--- src/rtl/pwm8_concat.sv ---
module pwm8_concat #(
  parameter int NCH = 8,
  parameter int CW  = 8
) (
  input  logic                   clk,
  input  logic                   rst_n,
  input  logic                   tick,
  input  logic                   wr_en,
  input  logic [1:0]             wr_kind,
  input  logic [$clog2(NCH)-1:0] wr_ch,
  input  logic [CW-1:0]          wr_data,
  input  logic [NCH-1:0]         ch_en,
  output logic [NCH-1:0]         pwm_out
);
  localparam int NP = NCH / 2;
  localparam int WW = 2 * CW;
  localparam int AW = $clog2(NCH);

  logic [NP-1:0] cat_q;
  wire cat_wr = wr_en && wr_kind == 2'd3;

  always_ff @(posedge clk)
    if (!rst_n)      cat_q <= '0;
    else if (cat_wr) cat_q <= wr_data[NP-1:0];

  // returns {restart, up, next count}
  function automatic logic [WW+1:0] step(input logic [WW-1:0] c, input logic u,
                                         input logic [WW-1:0] p, input logic ce);
    logic rs, nu;
    logic [WW-1:0] nc;
    rs = 1'b0; nu = u; nc = c;
    if (p == '0) begin
      rs = 1'b1; nc = '0; nu = 1'b1;
    end else if (!ce) begin
      nu = 1'b1;
      if (c >= p - 1'b1) begin rs = 1'b1; nc = '0; end
      else nc = c + 1'b1;
    end else if (u) begin
      if (c >= p - 1'b1) nu = 1'b0;
      else nc = c + 1'b1;
    end else begin
      if (c == '0) begin rs = 1'b1; nu = 1'b1; end
      else nc = c - 1'b1;
    end
    return {rs, nu, nc};
  endfunction

  for (genvar k = 0; k < NP; k++) begin : g_pair
    logic [CW-1:0] pb [2];
    logic [CW-1:0] db [2];
    logic [CW-1:0] pa [2];
    logic [CW-1:0] da [2];
    logic [CW-1:0] cnt [2];
    logic          up  [2];
    logic          pol [2];
    logic          cen [2];
    logic [WW+1:0] s8  [2];
    logic [WW+1:0] sw;
    logic          a0, a1;

    wire flip = cat_wr && (wr_data[k] != cat_q[k]);

    always_ff @(posedge clk)
      if (!rst_n) begin
        for (int j = 0; j < 2; j++) begin
          pb[j] <= '0; db[j] <= '0; pol[j] <= 1'b1; cen[j] <= 1'b0;
        end
      end else if (wr_en) begin
        for (int j = 0; j < 2; j++)
          if (wr_ch == AW'(2*k+j))
            case (wr_kind)
              2'd0: pb[j] <= wr_data;
              2'd1: db[j] <= wr_data;
              2'd2: begin pol[j] <= wr_data[0]; cen[j] <= wr_data[1]; end
              default: ;
            endcase
      end

    assign s8[0] = step({{CW{1'b0}}, cnt[0]}, up[0], {{CW{1'b0}}, pa[0]}, cen[0]);
    assign s8[1] = step({{CW{1'b0}}, cnt[1]}, up[1], {{CW{1'b0}}, pa[1]}, cen[1]);
    assign sw    = step({cnt[1], cnt[0]}, up[1], {pa[1], pa[0]}, cen[1]);
    wire unused_hi = ^{s8[0][WW-1:CW], s8[1][WW-1:CW]};

    always_ff @(posedge clk)
      if (!rst_n) begin
        for (int j = 0; j < 2; j++) begin
          cnt[j] <= '0; up[j] <= 1'b1; pa[j] <= '0; da[j] <= '0;
        end
      end else if (flip || (cat_q[k] && !ch_en[2*k+1])) begin
        for (int j = 0; j < 2; j++) begin
          cnt[j] <= '0; up[j] <= 1'b1; pa[j] <= pb[j]; da[j] <= db[j];
        end
      end else if (cat_q[k]) begin
        if (tick) begin
          {cnt[1], cnt[0]} <= sw[WW-1:0];
          up[1] <= sw[WW];
          up[0] <= 1'b1;
          if (sw[WW+1])
            for (int j = 0; j < 2; j++) begin pa[j] <= pb[j]; da[j] <= db[j]; end
        end
      end else begin
        for (int j = 0; j < 2; j++)
          if (!ch_en[2*k+j]) begin
            cnt[j] <= '0; up[j] <= 1'b1; pa[j] <= pb[j]; da[j] <= db[j];
          end else if (tick) begin
            cnt[j] <= s8[j][CW-1:0];
            up[j]  <= s8[j][WW];
            if (s8[j][WW+1]) begin pa[j] <= pb[j]; da[j] <= db[j]; end
          end
      end

    assign a0 = !cat_q[k] && ch_en[2*k] && pa[0] != '0 && cnt[0] < da[0];
    assign a1 = cat_q[k]
              ? (ch_en[2*k+1] && {pa[1], pa[0]} != '0 && {cnt[1], cnt[0]} < {da[1], da[0]})
              : (ch_en[2*k+1] && pa[1] != '0 && cnt[1] < da[1]);
    assign pwm_out[2*k]   = pol[0] ? a0 : ~a0;
    assign pwm_out[2*k+1] = pol[1] ? a1 : ~a1;
  end
endmodule


--- config.mk ---
export PLATFORM = sky130hd
export DESIGN_NAME = pwm8_concat
export DESIGN_NICKNAME = d
export VERILOG_FILES = /design/src/rtl/pwm8_concat.sv
export SDC_FILE = /design/constraint.sdc
export NUM_CORES = 1
export LEC_CHECK = 0
export ABC_AREA = 0
export ABC_CLOCK_PERIOD_IN_PS = 4820
export BUFFER_PORTS_ARGS = -buffer_cell sky130_fd_sc_hd__buf_4
export CELL_PAD_IN_SITES_DETAIL_PLACEMENT = 0
export CELL_PAD_IN_SITES_GLOBAL_PLACEMENT = 1
export CORE_ASPECT_RATIO = 2
export CORE_MARGIN = 2
export CORE_UTILIZATION = 40
export DETAILED_ROUTE_END_ITERATION = 6
export PLACE_DENSITY_LB_ADDON = 0.15
export SKIP_CTS_REPAIR_TIMING = 1
export SYNTH_ARGS = -nofsm -noshare
export SYNTH_HDL_FRONTEND = slang
export SYNTH_SLANG_ARGS = --single-unit
--- constraint.sdc ---
create_clock -name clk -period 4.82 [get_ports clk]
set_clock_uncertainty 0.2 [all_clocks]
set_input_delay 0.964 -clock clk [delete_from_list [all_inputs] [get_ports clk]]
set_output_delay 0.964 -clock clk [all_outputs]
set_load 0.05 [all_outputs]
# ---- Word level (Yosys, flattened, before mapping)
# Memory sizes are Yosys's and may differ from the RTL's.
# Index checks and enable logic that the tools add are counted.
dict set report classes {
  n_bitwise 137
  n_lt_le_gt_ge 24
  n_eq_ne 50
  reduce_logical 99
  n_mux 633
  addsub 36
}
# operator count
set ops {}
lappend ops {{8-bit 2-to-1 mux} 144}
lappend ops {{16-bit 2-to-1 mux} 32}
lappend ops {{1-bit 2-to-1 mux} 457}
lappend ops {{8-bit by 16-bit >= comparator with 1-bit output} 8}
lappend ops {{16-bit zero test} 8}
lappend ops {{8-bit zero test} 16}
lappend ops {{1-bit OR} 128}
lappend ops {{16-bit by 1-bit subtractor with 16-bit output, second input constant} 8}
lappend ops {{6-bit != test, second input constant} 16}
lappend ops {{8-bit by 1-bit subtractor with 9-bit output, second input constant} 8}
lappend ops {{16-bit by 1-bit adder with 16-bit output, second input constant} 4}
lappend ops {{8-bit by 1-bit adder with 8-bit output, second input constant} 8}
lappend ops {{16-bit >= comparator} 4}
lappend ops {{16-bit less-than comparator} 4}
lappend ops {{8-bit less-than comparator} 8}
lappend ops {{16-bit nonzero test} 4}
lappend ops {{8-bit nonzero test} 8}
lappend ops {{8-bit by 1-bit subtractor with 8-bit output, second input constant} 8}
lappend ops {{6-bit AND reduction} 8}
lappend ops {{5-bit != test, second input constant} 8}
lappend ops {{1-bit logical AND} 37}
lappend ops {{2-bit != test, second input constant} 12}
lappend ops {{3-bit == test, second input constant} 4}
lappend ops {{1-bit NOT} 9}
lappend ops {{other kinds (10)} 28}
dict set report word_totals {
  ff_bits 68
  mem_count 28
  elab_cells 1016
  in_bits 25
  ramBits 280
}
# name words word_bits read_ports rd_clocked_by_memory_dff write_ports line_no
set mem_list {}
lappend mem_list {{g_pair[0].da} 2 8 2 0 2 52} ;# logic [CW-1:0] da [2];
lappend mem_list {{g_pair[0].db} 2 8 2 0 2 50} ;# logic [CW-1:0] db [2];
lappend mem_list {{g_pair[0].pa} 2 8 2 0 2 51} ;# logic [CW-1:0] pa [2];
lappend mem_list {{g_pair[0].pb} 2 8 2 0 2 49} ;# logic [CW-1:0] pb [2];
lappend mem_list {{g_pair[1].da} 2 8 2 0 2 52}
lappend mem_list {{g_pair[1].db} 2 8 2 0 2 50}
lappend mem_list {{22 more memories} n/a n/a n/a n/a n/a n/a}

# ---- Logic depth before layout (Yosys ltp)
# Gate-level depths: netlist of the first run.
# An unclocked memory read counts as a cell.
dict set report logic_depth {
  ltp_word 15
  mapped_depth 18
  ltp_nobuf 16
}

# ---- Least setup slack after synthesis of the first run
# No wires, ideal clock.
dict set report synth_path {
  path_type {register to register}
  startpoint {memory g_pair[2].pa[0][2]}
  endpoint {memory g_pair[2].da[1][4] (data pin)}
  stages_incl_launch_ff 19
  synth_period_minus_slack_ps 4559
  arrival_ps 4105
  setup_ps 254
  path_buffers 2
  path_slack_ps 261
  path_cell_list {edfxtp_1 > nor3_1 > nor3b_1 > nand2b_1 > or3_1 > nor3_1 > nand2_1 > xor2_1 > ha_1 > a211oi_1 > o211ai_1 > a221oi_1 > a31oi_1 > o211ai_1 > and3_2 > buf_2 > a21boi_4 > clkbuf_1 > and2b_1}
}
# item line_no
set synth_lines {}
lappend synth_lines {{start: declaration} 51}
lappend synth_lines {{end: declaration} 52}

==> impl_metrics.ini, run 1 <==
[logic_synthesis]
ys_seq_area_share_pct = 42.61
synthXorXnorAreaFrac_pct = 4.546
synth_fa_ha_area_share_pct = 10.48
muxShareOfSynthArea_pct = 0.6549
synth_simple_gate_area_share_pct = 21.99
synthArstFlopShare_pct = 0
synth_top_family_by_area = simple AND/OR/NAND/NOR gates
synth.avg_cell_area_sq_um = 9.529
synthDistinctLibCells = 87
syn_area_sq_um = 22930
synth_compound_area_share_pct = 15.88
synth-edff-count = 280
ys_ff_latch = 348
synth-main-ff-cell = edfxtp_1
syn_nets = 2623
yosys_warnings = 0
synthCells = 2406

[route]
drt-total-wl_um = 70900
wl_met1_um = 25510
drc_errors = 0
vias = 18570
vias_per_cell = 5.718
drt_iter0_markers = 1051
wl_per_cell_um = 21.83
first_pass_iters = 6
routed.top_layer = met4
route.met3.wl_um = 2431
final_antenna_net_count = 0
wl_met2_um = 39390

[clock_tree]
h-tree-depth = 2
cts_buffers = 36
path_clk_slew_ps = 70
clk_latency_ps = 560
cts_tree = yes
clk_path_buf_depth = 3
cts.sinks = 348
ctsRootBufferMaster = clkbuf_16

[min_path]
holdPathEnd = g_pair[3].pa[1][1]
whs_path_depth = 1
min_from = g_pair[3].pb[0][9]
hold_class = flop to flop

[critical_path]
end_kind = output pin
critPathArrivalTime_ps = 3470
cp-start-kind = flop
worstReg2RegStart = g_pair[2].pa[0][2]
reg2reg_depth = 17
crit_family = simple AND/OR/NAND/NOR gates
r2r-end = g_pair[2].cnt[3]
critPathKind = flop to output pin
path_cells = nor4_2 > and3_1 > a21boi_0 > nand2_1 > nor4_1 > a211o_1 > nor4_1 > buf_4 > buf_4
r2r_setup_slack_ps = 280
slowest_stage = nor4_1
cp_num_buf_inv = 2
critPathMaxFanout = 5
cp_data_required_time_ps = 3660
crit_start = g_pair[1].pa[0][5]
slowest_delay_ps = 470

[global_routing]
grt_max_degree = 36
grt_pass1_wl_um = 108300
antenna_found_initial = 3
gr-usage-all-layers_pct = 23.73
grt_pass1_vias = 19100
overflow = 0

[placed_design]
gp_congestion = 0.8811
portBuffers = 32
place_inst = 3182
hpwl_um = 54180
placement.setup.worst_slack_ps = 119.1

[power]
leakage_nw = 9.965
ir_worst_vdd_uv = 237.6
power_density_nw_per_um2 = 319.2

[floorplanning]
initial_utilization_pct = 40.26
dieArea_sq_um = 59360
core_sq_um = 56940
io-pin-count = 33
die_h_um = 342.6
dieWidth_um = 173.3
num_rows = 124

[timing]
finalCriticalPeriod_ps = 4636
setup_slack_ps = 183.7
min_period_over_period_pct = 96.19
timing.fmax_ghz = 0.2157
maxSlewViolCount = 0
relSlewSlack_pct = 13.79
holdWs_ps = 321.6
worst_pin_slew_ps = 1280
fin_tns_setup_ps = 0
setup-violations-final = 0
hold_violations = 0

[cells_and_area]
antenna_cells = 0
finalNonFillerCells = 3248
synthToLayoutAreaGrowth_pct = 11.77
fin_nets = 2682
final_util_pct = 45.00
drive_above_1_share_pct = 9.189

[flow_run]
drv_cap = 0

[run_status]
outcome = complete, no violations
==> cell type report <==
class,instances,area (sq um)
fillers,5512,31320
multi-input cells,1834,12330
flip-flops and latches,348,9769
clock buffers,40,958.4
well taps,756,945.9
repair buffers,113,860.8
inverters,132,495.5
clock inverters,25,260.3
==> per-layer routing <==
metal | GRT usage [%] | up-vias
li1 | - | 8963
met1 | 24.23 | 8963
met3 | 2.216 | 166
met2 | 47.58 | 479
met4 | 11.46 | 0
met5 | 0 | -
==> power breakdown <==
group / leakage [nW] / switching, mW / total (mW) / internal [mW]
clock network: 0.597 / 1.32 / 2.95 / 1.63
registers: 3.37 / 0.188 / 3.67 / 3.48
logic: 6.00 / 0.950 / 1.56 / 0.607
==> synth_stat cells, drive strengths merged (34+ instances only) <==
master | number | area share, %
nand4 | 36 | 0.98
a21oi | 134 | 2.9
dfxtp | 68 | 5.9
nor2b | 121 | 3.3
nor3 | 71 | 1.6
xnor2 | 68 | 2.6
xor2 | 51 | 1.9
ha | 192 | 10
nand3 | 65 | 1.4
clkbuf | 80 | 1.3
o21ai | 149 | 3.3
inv | 131 | 2.1
and2 | 91 | 2.6
or3 | 34 | 0.93
edfxtp | 280 | 37
nand2 | 190 | 3.1
nor2 | 167 | 2.7
nand2b | 37 | 1.0
==> cell families (layout without fill, tap and decap cells) <==
family	Yosys count	count (layout)
buf+inv	224	310
mux	15	15
simple gates	950	950
xor+xnor	119	119
flops	348	348
compound gates	558	558
fa+ha+maj	192	192
==> registers in the layout, indices dropped and copies added (netlist names) <==
name / flops
g_pair.pa: 64
g_pair.db: 64
g_pair.pb: 64
g_pair.up: 8
g_pair.da: 64
cat_q: 4
g_pair.cnt: 64
g_pair.cen: 8
g_pair.pol: 8
==> worst max-delay path by stage <==
stage | to | depth (start not counted) | slack [ps]
finish | pwm_out[3] | 9 | 180
global route | g_pair[2].cnt[3] | 17 | -9
CTS | pwm_out[3] | 9 | -230
detailed placement | g_pair[2].da[1][6] | 16 | 120
global placement | g_pair[2].da[1][4] | 16 | 80
floorplan | g_pair[2].da[1][4] | 18 | 260
==> stage by stage <==
stage	power [mW]	instance area, sq um
detailed placement	5.281	24330
floorplan	4.732	22930
finish	8.179	25620
global route	8.534	25620
global placement	5.245	24330
CTS	8.238	25550
==> cells in the final DEF, fill, tap and decap left out, types with 38 or more instances in the layout <==
cell type / synthesis / final
a21oi_1: 134 / 134
and2_1: 74 / 74
buf_4: 0 / 112
clkbuf_16: 0 / 38
dfxtp_1: 68 / 68
edfxtp_1: 280 / 280
ha_1: 192 / 192
inv_1: 131 / 131
nand2_1: 189 / 188
nand3_1: 65 / 65
nor2_1: 167 / 167
nor2b_1: 121 / 121
nor3_1: 70 / 69
o21ai_0: 143 / 140
xnor2_1: 68 / 68
xor2_1: 51 / 51
No activity file was read; power rests on OpenSTA's default activity.
==> run 2, diff against run 1 <==
ABC_CLOCK_PERIOD_IN_PS = 4700   (was 4820)
clock period = 4.7 ns   (was 4.82 ns; I/O delays follow)
==> impl_metrics.ini, run 2 (synthesis gave the netlist of run 1 again) <==
[critical_path]
cp.depth = 10
end_kind = output pin
cp_num_buf_inv = 3
critPathKind = flop to output pin
r2r_setup_slack_ps = 190
slowest_delay_ps = 490
cp_data_required_time_ps = 3560
r2r-end = g_pair[2].cnt[6]
crit_end = pwm_out[3]
critPathArrivalTime_ps = 3430
cp-start-kind = flop
reg2reg_depth = 16
slowest_stage = edfxtp_1
worstReg2RegStart = g_pair[2].pa[0][2]
critPathMaxFanout = 5
crit_family = simple AND/OR/NAND/NOR gates
path_cells = nor4_1 > buf_4 > and3_1 > a21boi_0 > nand2_1 > nor4_1 > a211o_1 > nor4_1 > buf_4 > buf_4
crit_start = g_pair[1].pa[1][6]

[timing]
maxSlewViolCount = 0
setup-violations-final = 0
timing.fmax_ghz = 0.2186
finalCriticalPeriod_ps = 4574
worst_pin_slew_ps = 1258
setup_slack_ps = 126.4
relSlewSlack_pct = 15.24
holdWs_ps = 333.1
hold_violations = 0
grt_setup_unrepaired = yes
min_period_over_period_pct = 97.31

[cells_and_area]
synthToLayoutAreaGrowth_pct = 12.26
final_common_cell = edfxtp_1
fill_cells = 5531
regArea_sq_um = 9769
fin_nets = 2696
multi_input_area_sq_um = 12330
layout_common_cells = 280 x edfxtp_1, 192 x ha_1, 189 x nand2_1
drive_above_1_share_pct = 9.708

[clock_tree]
cts_buffers = 35
clk_path_buf_depth = 3
h-tree-depth = 2
cts.sinks = 348
path_clk_slew_ps = 60
ctsRootBufferMaster = clkbuf_16
cts_tree = yes
clk_latency_ps = 560

[route]
final_antenna_net_count = 0
vias_per_cell = 5.698
wl_per_cell_um = 21.39
vias = 18600
drc_errors = 0
first_pass_iters = 5
drt_iter0_markers = 1353
drt-total-wl_um = 69810

[power]
netSwitchingFraction_pct = 29.51
power_density_nw_per_um2 = 323.8
clkPwrFrac_pct = 35.6
ir_worst_vdd_uv = 250.9
leakage_nw = 10.04
p_int_mw = 5.875
switchingPower_mw = 2.460
p_seq_share_pct = 45.1
power.share.combinational_pct = 19.3

[floorplanning]
dieWidth_um = 173.3
initial_utilization_pct = 40.26
dieArea_sq_um = 59360
io-pin-count = 33
core_sq_um = 56940
die_h_um = 342.6
num_rows = 124

[min_path]
hold_class = flop to flop

[flow_run]
drv_cap = 0

[global_routing]
gr-usage-all-layers_pct = 23.33
antenna_found_initial = 4
overflow = 0
grt_pass1_vias = 18780
grt_pass1_wl_um = 106500
grt_max_degree = 35

[placed_design]
portBuffers = 32
hpwl_um = 53400
placement.setup.worst_slack_ps = -50.42
gp_congestion = 0.8606

[run_status]
outcome = complete, no violations
run 2: cell types whose count changed in the layout (fill, tap and decap cells not counted), sizes merged:
cell	before	now
diode	0	5
clkinvlp	1	2
inv	138	135
clkbuf	40	38
clkinv	15	13
buf	113	128
bufinv	3	5
run 2: layer usage:
metal / track usage (%) / vias up / routed length, um
met5: 0 / - / 0
met4: 12.15 / 0 / 3452
met3: 2.438 / 153 / 2739
met2: 46.16 / 486 / 38600
met1: 23.82 / 8980 / 25010
li1: - / 8978 / -
run 2: worst register-to-register path, cell delays in order (launching register included):
cell and delay (ps):
edfxtp_1 400, nor3_2 240, nor3b_2 250, nand2b_1 100
or3_1 380, buf_4 180, nor4_1 260, xnor2_1 120
ha_1 300, nand2_1 70, nor3_1 330, nand4_1 150
and3_1 220, o31ai_1 450, nand2b_1 460, nor2_1 80
a221oi_1 250
run 2: metrics by stage:
| step | instances | cell area [sq um] | TNS (ps) | power, mW | util (%) |
|---|---|---|---|---|---|
| 4_1_cts | 3258 | 25670 | -72.96 | 8.408 | 45.08 |
| 5_1_grt | 3259 | 25720 | -21.74 | 8.714 | 45.18 |
| 2_1_floorplan | 2406 | 22930 | 0 | 4.853 | - |
| 3_3_place_gp | 3197 | 24490 | 0 | 5.392 | 43.01 |
| 6_report | 3264 | 25740 | 0 | 8.335 | 45.20 |
| 3_5_place_dp | 3197 | 24490 | -50.42 | 5.428 | 43.01 |
run 2: power by group through the flow:
stage | Combinational, mW | Clock (mW) | Sequential [mW]
2_1_floorplan | 1.12 | 0 | 3.74
3_3_place_gp | 1.57 | 0 | 3.82
3_5_place_dp | 1.61 | 0 | 3.82
4_1_cts | 1.61 | 3.04 | 3.76
5_1_grt | 1.80 | 3.13 | 3.78
6_report | 1.61 | 2.97 | 3.76
run 2: final cells by class:
| cell class | count | share of cell area (%) |
|---|---|---|
| multi-input cells | 1834 | 47.89 |
| flip-flops and latches | 348 | 37.96 |
| repair buffers | 128 | 3.928 |
| well taps | 756 | 3.675 |
| clock buffers | 38 | 3.447 |
| inverters | 132 | 1.925 |
| clock inverters | 23 | 1.128 |
| diodes | 5 | 0.04861 |
run 2: worst min path at each step:
stage / startpoint / endpoint / slack (ps) / cells after the start
floorplan: g_pair[1].db[0][15] / g_pair[1].da[1][7] / 300 / 1
global placement: g_pair[2].pb[0][11] / g_pair[2].pa[1][3] / 310 / 1
detailed placement: g_pair[2].pb[0][0] / g_pair[2].pa[0][0] / 320 / 1
CTS: g_pair[2].pb[0][11] / g_pair[2].pa[1][3] / 330 / 1
global route: g_pair[0].pb[0][12] / g_pair[0].pa[1][4] / 350 / 1
finish: g_pair[0].pb[0][12] / g_pair[0].pa[1][4] / 330 / 1
